### config.mk
export PLATFORM = sky130hd
export DESIGN_NAME = updn_ctr4
export DESIGN_NICKNAME = d
export VERILOG_FILES = /design/src/rtl/updn_ctr4.sv
export SDC_FILE = /design/constraint.sdc
export NUM_CORES = 1
export LEC_CHECK = 0
export ABC_AREA = 1
export BUFFER_PORTS_ARGS = -buffer_cell sky130_fd_sc_hd__buf_2
export CORE_AREA = 5 5 42 44
export DETAILED_ROUTE_END_ITERATION = 8
export DIE_AREA = 0 0 47 49
export PLACE_DENSITY = 0.47
export SLEW_MARGIN = 20
export SYNTH_ARGS = -nofsm -noshare
export SYNTH_HDL_FRONTEND = slang
export SYNTH_SLANG_ARGS = --single-unit
### constraint.sdc
create_clock -name clk -period 2.3 [get_ports clk]
set_input_delay 0.69 -clock clk [delete_from_list [all_inputs] [get_ports clk]]
set_output_delay 0.69 -clock clk [all_outputs]
set_load 0.02 [all_outputs]
### src/rtl/updn_ctr4.sv
module updn_ctr4 #(
  parameter int WIDTH = 4
) (
  input  logic             clk,
  input  logic             rst,
  input  logic [1:0]       sel,
  input  logic [WIDTH-1:0] din,
  input  logic             cin_n,
  output logic [WIDTH-1:0] q,
  output logic             cout_n
);
  localparam logic [1:0]       M_LOAD = 2'b00;
  localparam logic [1:0]       M_UP   = 2'b01;
  localparam logic [1:0]       M_DN   = 2'b10;
  localparam logic [1:0]       M_HOLD = 2'b11;
  localparam logic [WIDTH-1:0] TOP    = '1;
  localparam logic [WIDTH-1:0] BOT    = '0;
  localparam logic [WIDTH-1:0] ONE    = {{(WIDTH-1){1'b0}}, 1'b1};

  logic load, up, dn, en;
  assign load = (sel == M_LOAD);
  assign up   = (sel == M_UP);
  assign dn   = (sel == M_DN);
  assign en   = ~cin_n;

  always_ff @(posedge clk) begin
    if (rst)            q <= '0;
    else if (load)      q <= din;
    else if (up && en)  q <= q + ONE;
    else if (dn && en)  q <= q - ONE;
  end

  assign cout_n = ~(load | (en & ((up & (q == TOP)) | (dn & (q == BOT)))));

  AST_RESET_CLEAR: assert property (@(posedge clk) rst |=> (q == BOT));
  AST_LOAD_TAKES_DIN: assert property (@(posedge clk) disable iff (rst)
    (sel == M_LOAD) |=> (q == $past(din)));
  AST_UP_STEP: assert property (@(posedge clk) disable iff (rst)
    (sel == M_UP && !cin_n) |=> (q == $past(q) + ONE));
  AST_DN_STEP: assert property (@(posedge clk) disable iff (rst)
    (sel == M_DN && !cin_n) |=> (q == $past(q) - ONE));
  AST_HOLD_STABLE: assert property (@(posedge clk) disable iff (rst)
    (sel == M_HOLD) |=> $stable(q));
  AST_GATED_STABLE: assert property (@(posedge clk) disable iff (rst)
    ((sel == M_UP || sel == M_DN) && cin_n) |=> $stable(q));
  AST_LOAD_CARRY_LOW: assert property (@(posedge clk) disable iff (rst)
    (sel == M_LOAD) |-> !cout_n);
  AST_HOLD_CARRY_HIGH: assert property (@(posedge clk) disable iff (rst)
    (sel == M_HOLD) |-> cout_n);
endmodule

==> out/metrics.yaml <==
run_status:
  status: "finished clean"
clocking:
  ctsHoldBuffers: 0
  cts_tree: "yes"
  numCtsBuffers: 3
  numClockSinks: 4
  cts_setup_buffers: 0
  cts_max_path_buffers: 2
  clockRootBuffer: "clkbuf_4"
  clk_latency_ns: 0.23
  cts.clk_slew.worst_paths_ns: 0.03
  cts_resized: 0
  htreeDepth: 1
timing:
  finalCritPeriodShare_pct: 90.9
  hold_ws_ns: 0.547
  setup_viol: 0
  rsz0062_at_grt: "false"
  maxSlewViolCount: 0
  skew_ns: 0.00386
  clock.fmax_mhz: 478
  period_minus_slack_ns: 2.09
  worst_slew_pin_slew_ns: 0.271
  relSlewSlack_pct: 81.9
  tns_ns: 0
  hold_viol: 0
floorplan:
  num_io_pins: 14
  core_mm2: 0.00140
  die_w_um: 47
  dieArea_mm2: 0.00230
  start_util_pct: 26.6
  rows: 14
  dieHeight_um: 49
global_routing:
  grt.total_usage_pct: 8.59
  grtUsageMet3_pct: 1.48
  antenna_found_initial: 0
  grt_max_degree: 8
  busiest_layer: "met2"
  grt_pass1_vias: 368
  grtUsageMet2_pct: 12.2
  grt.overflow.total: 0
  grt_pass1_wl_um: 1480
  use_met1_pct: 11.4
layout:
  area_delta_synth_final_pct: 28.9
  fillers: 167
  largest_reg_flops: 4
  final_common_cell: "buf_2"
  fin_util_pct: 34.3
  n_antenna_cell: 0
  final_cell_mix: "13 x buf_2, 7 x nand2_1, 6 x inv_1, 5 x nand3_1, 4 x dfxtp_1"
  finish.net_count: 80
  top_register: "q"
  top_regs: "q: 4 flops"
  drive_gt1_share_pct: 39.4
routing:
  wl_um: 841
  dr_total_vias: 365
  via_per_inst: 4.45
  ant_nets: 0
  drtPass1Iterations: 4
  drc_errors: 0
  drt_iter0_drc: 8
  wl_per_cell_um: 10.3
pwr:
  power.density_mw_per_mm2: 597
  vdd.ir_drop.worst_uv: 197
  leakagePower_nw: 0.233
  power.total_uw: 287
synth:
  ys_warn_count: 0
  synth.distinct_cells: 24
  syn_avg_cell_area_um2: 7.46
  synth_seq_area_share_pct: 21.5
  synth_cells: 50
  synthesis.area_um2: 373
  syn_nets: 62
  ys_ff_latch: 4
place:
  port_buffers: 13
  routabilityCongestion: 0.733
  hpwlAfterDp_um: 721
critical_path:
  crit_path_start_kind: "input pin"
  crit_arrival_ns: 1.40
  ff2ff_path_depth: 5
  end_kind: "primary output"
  worstSetupPathType: "in2out"
  crit_fanout: 3
  cp.required_ns: 1.61
hold_path:
  min_path_cells: 2
  hold_path_class: "reg2reg"
flow_run:
  maxCapViolations: 0
[worst paths after layout]
check,start,to,slack (ns)
worst max-delay path,sel[1],cout_n,0.21
worst min-delay path,q[3]$_SDFFE_PP0P_,q[3]$_SDFFE_PP0P_,0.55
worst max register to register,q[0]$_SDFFE_PP0P_,q[2]$_SDFFE_PP0P_,0.95
worst min register to register,q[3]$_SDFFE_PP0P_,q[3]$_SDFFE_PP0P_,0.55
[cells by family (layout without fill, tap and decap cells)]
logic type / count (synthesis) / in the layout / synth area share [%]
fa+ha+maj: 3 / 3 / 12.1
simple gates: 23 / 23 / 35.2
flops: 4 / 4 / 21.5
xor+xnor: 2 / 2 / 4.70
compound gates: 10 / 10 / 16.4
buf+inv: 8 / 24 / 10.1
[area by class of cell]
type,instances,area [um^2],share of cell area (%)
sequential,4,80.1,16.7
multi-input combinational,38,255,53.1
clock buffer,3,22.5,4.69
timing repair buffer,13,65.1,13.5
inverter,8,37.5,7.81
tap,16,20.0,4.17
[routing by layer]
layer  share of wire (%)  vias to the layer above
li1                    -                      202
met1                  45                      159
met2                  51                        4
met3                 3.3                        0
met4                   0                        0
met5                   0                        -
[cell usage after synthesis]
master,count,share of area [%]
nand2_2,2,3.4
dfxtp_1,4,21
ha_1,2,6.7
inv_8,1,3.0
nor2_4,1,3.0
inv_2,1,1.0
a211oi_1,1,2.0
nand2_4,1,3.0
nor2_1,2,2.0
fa_1,1,5.4
o21ai_2,1,2.3
a21oi_2,1,2.3
nor3_1,1,1.3
nand3_2,2,5.4
xnor2_1,1,2.3
nand4_1,1,1.7
inv_1,6,6.0
nand2_1,7,7.0
nand3_1,5,6.7
a21oi_1,3,4.0
nor4_1,1,1.7
o21ai_1,3,4.0
a31oi_1,1,1.7
xor2_1,1,2.3
[metrics by stage]
stage	instances	setup WS (ns)	instance area, um^2
global route	82	0.129	480
global placement	79	0.215	458
floorplan	50	0.177	373
detailed placement	79	0.209	458
finish	82	0.209	480
CTS	82	0.195	480
[worst max-delay path: stages]
cell and delay [ns]:
buf_2 0.12, inv_1 0.08, nand4_1 0.11, nor2_1 0.05
a211oi_1 0.15, buf_2 0.19
[where the power goes]
| part | switching (mW) | internal [mW] | total [mW] |
|---|---|---|---|
| Sequential | 0.0142 | 0.0785 | 0.0926 |
| Clock | 0.0258 | 0.0582 | 0.0839 |
| Combinational | 0.0644 | 0.0456 | 0.110 |
| Total | 0.104 | 0.182 | 0.287 |
Note: power is estimated with default switching activity, not from simulation.
